<file path="config.mk">
export PLATFORM = sky130hd
export DESIGN_NAME = rx_ring_writer
export DESIGN_NICKNAME = d
export VERILOG_FILES = /design/src/rtl/rxr_pkg.sv /design/src/rtl/rxr_desc_ptr.sv /design/src/rtl/rxr_fill_ctr.sv /design/src/rtl/rxr_status_fmt.sv /design/src/rtl/rx_ring_writer.sv
export SDC_FILE = /design/constraint.sdc
export NUM_CORES = 1
export LEC_CHECK = 0
export ABC_AREA = 1
export BUFFER_PORTS_ARGS = -buffer_cell sky130_fd_sc_hd__buf_2
export CAP_MARGIN = 5
export CORE_MARGIN = 3
export CORE_UTILIZATION = 40
export CTS_CLUSTER_DIAMETER = 40
export DETAILED_ROUTE_END_ITERATION = 10
export PLACE_DENSITY = 0.69
export SETUP_SLACK_MARGIN = 0.02
export SLEW_MARGIN = 20
export SYNTH_ARGS = -nofsm -noshare
export SYNTH_HDL_FRONTEND = slang
export SYNTH_SLANG_ARGS = --single-unit
</file>
<file path="constraint.sdc">
create_clock -name clk_i -period 1.9 [get_ports clk_i]
set_input_delay 0.285 -clock clk_i [delete_from_list [all_inputs] [get_ports clk_i]]
set_output_delay 0.285 -clock clk_i [all_outputs]
set_load 0.01 [all_outputs]
</file>
<file path="src/rtl/rxr_pkg.sv">
package rxr_pkg;
  typedef enum logic [2:0] {
    S_IDLE, S_FETCH, S_CHECK, S_FILL, S_STAT, S_OWN, S_DROP
  } rxr_state_e;

  localparam int FLAG_W   = 6;
  localparam int OWN_BIT  = 0;
  localparam int END_BIT  = 1;
  localparam int SOF_BIT  = 14;
  localparam int EOF_BIT  = 15;
  localparam int TID_BIT  = 22;
  localparam int AM_LSB   = 23;
  localparam int BC_BIT   = 31;
  localparam int STAT_OFS = 4;
endpackage

</file>
<file path="src/rtl/rxr_desc_ptr.sv">
module rxr_desc_ptr #(
  parameter int AW         = 32,
  parameter int DESC_BYTES = 8
) (
  input  logic          clk_i,
  input  logic          rst_ni,
  input  logic          load_i,
  input  logic [AW-1:0] base_i,
  input  logic          adv_i,
  input  logic          wrap_i,
  output logic [AW-1:0] ptr_o
);
  logic [AW-1:0] base_q;

  always_ff @(posedge clk_i or negedge rst_ni) begin
    if (!rst_ni) begin
      base_q <= '0;
      ptr_o  <= '0;
    end else if (load_i) begin
      base_q <= base_i;
      ptr_o  <= base_i;
    end else if (adv_i) begin
      ptr_o <= wrap_i ? base_q : ptr_o + AW'(DESC_BYTES);
    end
  end

  p_wrap_to_base_r4: assert property (@(posedge clk_i) disable iff (!rst_ni)
    (adv_i && wrap_i && !load_i) |=> (ptr_o == base_q));
  p_step_r4: assert property (@(posedge clk_i) disable iff (!rst_ni)
    (adv_i && !wrap_i && !load_i) |=> (ptr_o == $past(ptr_o) + AW'(DESC_BYTES)));
  p_load_r9: assert property (@(posedge clk_i) disable iff (!rst_ni)
    load_i |=> (ptr_o == $past(base_i)));
endmodule

</file>
<file path="src/rtl/rxr_fill_ctr.sv">
module rxr_fill_ctr #(
  parameter int BUF_BYTES = 128,
  parameter int LEN_W     = 12,
  localparam int OFF_W    = $clog2(BUF_BYTES)
) (
  input  logic             clk_i,
  input  logic             rst_ni,
  input  logic             clr_frame_i,
  input  logic             clr_buf_i,
  input  logic             inc_i,
  output logic [OFF_W-1:0] off_o,
  output logic [LEN_W-1:0] len_o,
  output logic             full_o
);
  always_ff @(posedge clk_i or negedge rst_ni) begin
    if (!rst_ni) begin
      off_o <= '0;
      len_o <= '0;
    end else begin
      if (clr_buf_i)  off_o <= '0;
      else if (inc_i) off_o <= off_o + 1'b1;
      if (clr_frame_i) len_o <= '0;
      else if (inc_i)  len_o <= len_o + 1'b1;
    end
  end

  assign full_o = (off_o == OFF_W'(BUF_BYTES - 1));

  p_len_step_r5: assert property (@(posedge clk_i) disable iff (!rst_ni)
    (inc_i && !clr_frame_i) |=> (len_o == $past(len_o) + 1'b1));
endmodule

</file>
<file path="src/rtl/rxr_status_fmt.sv">
module rxr_status_fmt
  import rxr_pkg::*;
#(
  parameter int LEN_W = 12
) (
  input  logic              sof_i,
  input  logic              eof_i,
  input  logic [LEN_W-1:0]  len_i,
  input  logic [FLAG_W-1:0] flags_i,
  output logic [31:0]       word_o
);
  always_comb begin
    word_o = '0;
    if (eof_i) word_o[LEN_W-1:0] = len_i;
    word_o[SOF_BIT]          = sof_i;
    word_o[EOF_BIT]          = eof_i;
    word_o[TID_BIT]          = flags_i[0];
    word_o[AM_LSB +: 4]      = flags_i[4:1];
    word_o[BC_BIT]           = flags_i[5];
  end
endmodule

</file>
<file path="src/rtl/rx_ring_writer.sv">
module rx_ring_writer
  import rxr_pkg::*;
#(
  parameter int AW         = 32,
  parameter int BUF_BYTES  = 128,
  parameter int LEN_W      = 12,
  parameter int DESC_BYTES = 8
) (
  input  logic              clk_i,
  input  logic              rst_ni,
  input  logic              base_we_i,
  input  logic [AW-1:0]     base_i,
  input  logic              rx_valid_i,
  input  logic [7:0]        rx_data_i,
  input  logic              rx_last_i,
  input  logic [FLAG_W-1:0] rx_flags_i,
  output logic              rx_ready_o,
  output logic              mem_req_o,
  output logic              mem_we_o,
  output logic [AW-1:0]     mem_addr_o,
  output logic [3:0]        mem_be_o,
  output logic [31:0]       mem_wdata_o,
  input  logic [31:0]       mem_rdata_i,
  output logic              bna_o
);
  localparam int OFF_W = $clog2(BUF_BYTES);

  rxr_state_e        state_q, state_d;
  logic [AW-1:0]     buf_q, ptr, byte_addr;
  logic [31:0]       aword_q, stat_word;
  logic              wrap_q, first_q, eof_q, bna_q;
  logic [FLAG_W-1:0] flags_q;
  logic [OFF_W-1:0]  off;
  logic [LEN_W-1:0]  len;
  logic              full, take, start, adv, clr_buf;

  assign take    = rx_valid_i && rx_ready_o;
  assign start   = (state_q == S_IDLE) && rx_valid_i;
  assign adv     = (state_q == S_OWN);
  assign clr_buf = (state_q == S_CHECK);

  rxr_desc_ptr #(.AW(AW), .DESC_BYTES(DESC_BYTES)) u_ptr (
    .clk_i (clk_i), .rst_ni(rst_ni), .load_i(base_we_i), .base_i(base_i),
    .adv_i (adv), .wrap_i(wrap_q), .ptr_o(ptr)
  );

  rxr_fill_ctr #(.BUF_BYTES(BUF_BYTES), .LEN_W(LEN_W)) u_ctr (
    .clk_i (clk_i), .rst_ni(rst_ni), .clr_frame_i(start), .clr_buf_i(clr_buf),
    .inc_i ((state_q == S_FILL) && take), .off_o(off), .len_o(len), .full_o(full)
  );

  rxr_status_fmt #(.LEN_W(LEN_W)) u_fmt (
    .sof_i(first_q), .eof_i(eof_q), .len_i(len), .flags_i(flags_q), .word_o(stat_word)
  );

  always_comb begin
    state_d = state_q;
    unique case (state_q)
      S_IDLE:  if (rx_valid_i) state_d = S_FETCH;
      S_FETCH: state_d = S_CHECK;
      S_CHECK: state_d = mem_rdata_i[OWN_BIT] ? S_DROP : S_FILL;
      S_FILL:  if (take && (rx_last_i || full)) state_d = S_STAT;
      S_STAT:  state_d = S_OWN;
      S_OWN:   state_d = eof_q ? S_IDLE : S_FETCH;
      S_DROP:  if (take && rx_last_i) state_d = S_IDLE;
      default: state_d = S_IDLE;
    endcase
  end

  always_ff @(posedge clk_i or negedge rst_ni) begin
    if (!rst_ni) begin
      state_q <= S_IDLE;
      buf_q   <= '0;
      aword_q <= '0;
      wrap_q  <= 1'b0;
      first_q <= 1'b0;
      eof_q   <= 1'b0;
      flags_q <= '0;
      bna_q   <= 1'b0;
    end else begin
      state_q <= state_d;
      if (start) begin
        first_q <= 1'b1;
        flags_q <= rx_flags_i;
      end
      if (state_q == S_CHECK && !mem_rdata_i[OWN_BIT]) begin
        aword_q <= mem_rdata_i;
        buf_q   <= {mem_rdata_i[AW-1:OFF_W], OFF_W'(0)};
        wrap_q  <= mem_rdata_i[END_BIT];
      end
      if (state_q == S_FILL && take) eof_q <= rx_last_i;
      if (state_q == S_OWN) first_q <= 1'b0;
      if (base_we_i) bna_q <= 1'b0;
      else if (state_q == S_CHECK && mem_rdata_i[OWN_BIT]) bna_q <= 1'b1;
    end
  end

  assign byte_addr  = buf_q | AW'(off);
  assign rx_ready_o = (state_q == S_FILL) || (state_q == S_DROP);
  assign bna_o      = bna_q;

  always_comb begin
    mem_req_o   = 1'b0;
    mem_we_o    = 1'b0;
    mem_addr_o  = ptr;
    mem_be_o    = 4'h0;
    mem_wdata_o = '0;
    unique case (state_q)
      S_FETCH: mem_req_o = 1'b1;
      S_FILL: begin
        mem_req_o   = rx_valid_i;
        mem_we_o    = 1'b1;
        mem_addr_o  = {byte_addr[AW-1:2], 2'b00};
        mem_be_o    = 4'b0001 << byte_addr[1:0];
        mem_wdata_o = {4{rx_data_i}};
      end
      S_STAT: begin
        mem_req_o   = 1'b1;
        mem_we_o    = 1'b1;
        mem_addr_o  = ptr + AW'(STAT_OFS);
        mem_be_o    = 4'hF;
        mem_wdata_o = stat_word;
      end
      S_OWN: begin
        mem_req_o   = 1'b1;
        mem_we_o    = 1'b1;
        mem_be_o    = 4'hF;
        mem_wdata_o = aword_q | 32'h1;
      end
      default: ;
    endcase
  end

  p_reset_idle_r1: assert property (@(posedge clk_i) disable iff (!rst_ni)
    $rose(rst_ni) |-> (!mem_req_o && !rx_ready_o));
  p_own_after_stat_r3: assert property (@(posedge clk_i) disable iff (!rst_ni)
    (mem_req_o && mem_we_o && mem_be_o == 4'hF && mem_addr_o[2])
      |=> (mem_req_o && mem_we_o && mem_wdata_o[OWN_BIT] && !mem_addr_o[2]));
  p_owned_no_write_r8: assert property (@(posedge clk_i) disable iff (!rst_ni)
    (state_q == S_CHECK && mem_rdata_i[OWN_BIT]) |=> !mem_req_o);
  p_len_only_eof_r5: assert property (@(posedge clk_i) disable iff (!rst_ni)
    (mem_req_o && mem_we_o && mem_addr_o[2] && mem_be_o == 4'hF && !mem_wdata_o[EOF_BIT])
      |-> (mem_wdata_o[LEN_W-1:0] == '0));
  p_bna_sticky_r8: assert property (@(posedge clk_i) disable iff (!rst_ni)
    (bna_o && !base_we_i) |=> bna_o);
  p_bna_clear_r9: assert property (@(posedge clk_i) disable iff (!rst_ni)
    base_we_i |=> !bna_o);
  p_ready_states_r11: assert property (@(posedge clk_i) disable iff (!rst_ni)
    rx_ready_o |-> $onehot0({mem_req_o && !mem_we_o, mem_be_o == 4'hF}));
endmodule

</file>
==> impl_metrics.toml <==
[synthesis]
synth_nets = 1201
synthDistinctLibCells = 42
synthesis.instances = 1111
yosysWarningCount = 0
avgSynthCellArea_um2 = 7.11
ys_seq_area_share_pct = 39.9
synth_enable_flop_cells = 0
synthArstFlopShare_pct = 100
syn_area_um2 = 7900
ys.flop_type = "dfrtp_1"
ys_ff_latch = 126

[timing]
finalMaxSlewViolations = 0
hold_violations = 0
slew_headroom_pct = 73.2
period_minus_slack_ns = 2.34
finalWorstSetupSlack_ns = -0.439
setup_viol = 87
finClkSkew_ns = 0.00946
fin_crit_sh_pct = 123
tightest_slew_ns = 0.398
rsz0062_at_grt = "true"
fmax_mhz = 427
fin_setup_tns_ns = -21.35

[global_route]
grt_use_total_pct = 28.6
overflow = 0
grt_pass1_wl_mm = 48.5
grt_pass1_vias = 8961
grt_max_degree = 57
antenna_found_initial = 0

[critical_path]
r2r_start = "state_q[0]"
worstReg2RegEnd = "aword_q[5]"
path_class = "flip-flop to output pin"
arrival_ns = 2.05
cp-end-kind = "output pin"
r2r_cells = 9
crit_path_start_kind = "flip-flop"
cp_slowest_stage_delay_ns = 0.42
crit_chain = "inv_2 -> nand2_2 -> inv_2 -> nand2_4 -> buf_12 -> clkinv_8 -> nand2_1 -> nand2_2 -> o22ai_1 -> o21bai_2 -> buf_2"
crit_end = "mem_addr_o[19]"
cp_slowest_cell = "dfrtp_1"
cp_data_required_time_ns = 1.62
crit_path_max_fanout = 8
crit_start = "state_q[0]"
r2r_slack_ns = -0.05

[clock_network]
cts_tree = "built"
cts.sinks = 126
clockRootBuffer = "clkbuf_16"
cts_made_buffers = 17
cts.clk_slew.worst_paths_ns = 0.06
clkLatencyLatePin_ns = 0.43
cts_buffer_depth = 2
cts.htree.levels = 4

[die]
start_util_pct = 41.4
core_um2 = 19100
die_h_um = 147
boundaryPins = 155
chipWidth_um = 147
rows = 50
dieArea_um2 = 21500

[layout]
final_cell_mix = "nand2_1 (253), buf_2 (138), dfrtp_1 (114), buf_4 (114), inv_1 (102)"
final_common_cell = "nand2_1"
layout-drive-gt1-share_pct = 44.6
antenna_cells = 0
nets = 1518
final_cell_area_um2 = 12600
syn2layout_area_growth_pct = 59.7
fin_util_pct = 66.1

[drt]
wl_per_cell_um = 19.5
via_per_inst = 5.52
totalWireLength_mm = 33.2
drtPass1Iterations = 7
vias = 9382
drc = 0
ant_nets = 0
drtIter0Drc = 736

[min_path]
hold_path_class = "input pin to flip-flop"

[place]
placed_area_um2 = 9740
io_buffers = 154
dp_slack_ns = -0.173
gp_routability_congestion = 0.988
hpwl_mm = 22.0

[power]
finalPower_mw = 17.9
power.leakage_nw = 6.10
p_per_area_nw_per_um2 = 1420
ir_drop_uv = 821

[status]
violations = "setup timing"
status = "complete, but fails checks"

[flow_run]
maxCapViolCount = 0
-- worst min-delay path by stage --
stage                         from         endpoint  slack, ns  cells after the start
global placement            rst_ni  u_ptr.base_q[4]       0.22                      1
global route        mem_rdata_i[3]       aword_q[3]       0.07                      2
CTS                  rx_flags_i[2]       flags_q[2]       0.05                      3
floorplan                   rst_ni      aword_q[10]      -0.01                      0
detailed placement          rst_ni  u_ptr.base_q[4]       0.22                      1
finish               rx_flags_i[2]       flags_q[2]       0.07                      3
-- cell type report --
class	instances	area, um^2
fillers	1470	6470
multi-input cells	812	5200
flip-flops and latches	126	3170
repair buffers	349	2870
inverters	121	497
clock buffers	19	453
well taps	260	325
clock inverters	13	90.1
repair inverters	1	6.26
-- registers in the layout, summed over array words and instances (netlist names), 3 cells and up --
name and cells:
aword_q 31, flags_q 6, state_q 3, u_ctr.len_o 12
u_ctr.off_o 7, u_ptr.base_q 32, u_ptr.ptr_o 32
-- power breakdown --
part	switching [mW]	internal [mW]
Combinational	5.87	4.72
Sequential	0.787	3.46
Clock	1.31	1.73
-- layer usage --
| metal | share of wire [%] | vias up | global-route usage, % |
|---|---|---|---|
| met3 | 8.1 | 98 | 5.15 |
| li1 | - | 4299 | - |
| met4 | 4.6 | 0 | 10.9 |
| met5 | 0 | - | 0 |
| met2 | 48 | 503 | 47.1 |
| met1 | 39 | 4482 | 37.5 |
-- through the flow --
step | cells | hold WS [ns]
after floorplan | 1111 | -0.0106
after detailed placement | 1594 | 0.223
after CTS | 1680 | 0.0520
after global routing | 1701 | 0.0654
final | 1701 | 0.0656
after global placement | 1594 | 0.222
-- synth_stat cells (2+ instances only) --
cell type | number | area share (%)
o221ai_1 | 14 | 1.6
a31oi_1 | 8 | 0.63
o21ai_0 | 73 | 4.6
xor2_1 | 12 | 1.3
nand3b_1 | 2 | 0.19
nand3_1 | 71 | 4.5
clkinv_1 | 2 | 0.095
nor2_1 | 109 | 5.2
o211ai_1 | 30 | 2.9
nand2_2 | 5 | 0.40
buf_1 | 4 | 0.19
buf_6 | 4 | 0.57
nor4_1 | 2 | 0.16
mux2_4 | 14 | 2.7
inv_2 | 5 | 0.24
clkbuf_1 | 28 | 1.3
buf_4 | 2 | 0.19
ha_1 | 7 | 1.1
nand2_1 | 329 | 16
o311ai_0 | 3 | 0.33
o21ai_1 | 4 | 0.25
nor3_1 | 11 | 0.70
nor2_2 | 6 | 0.48
nand4_1 | 14 | 1.1
o22ai_1 | 4 | 0.32
nor3_2 | 3 | 0.38
a21oi_2 | 10 | 1.1
dfrtp_1 | 126 | 40
buf_2 | 14 | 0.89
o31ai_1 | 2 | 0.19
inv_1 | 114 | 5.4
nor2_4 | 2 | 0.29
a21oi_1 | 66 | 4.2
or2_2 | 3 | 0.24
-- worst max-delay path, delay by kind of cell (launching register included) --
kind | cells | cell delay [ns]
AO/OA/AOI/OAI | 2 | 0.30
buffers and inverters | 5 | 0.54
flip-flops | 1 | 0.42
AND/OR/NAND/NOR | 4 | 0.36
-- kinds of logic after synthesis --
logic type / share of synthesized area [%]
fa+ha+maj: 1.11
simple gates: 29.4
buf+inv: 8.92
flops: 39.9
compound gates: 16.6
mux: 2.66
xor+xnor: 1.44
-- repair_timing --
| action | CTS | global route |
|---|---|---|
| hold buffers | 1 | 0 |
| pin swaps | 43 | 61 |
| endpoints found under the hold margin | 21 | 0 |
| gates resized for setup | 252 | 184 |
| gates cloned | 3 | 5 |
| setup buffers | 51 | 32 |
| setup endpoints to repair | 67 | 141 |
No activity file was read; power rests on OpenSTA's default activity.
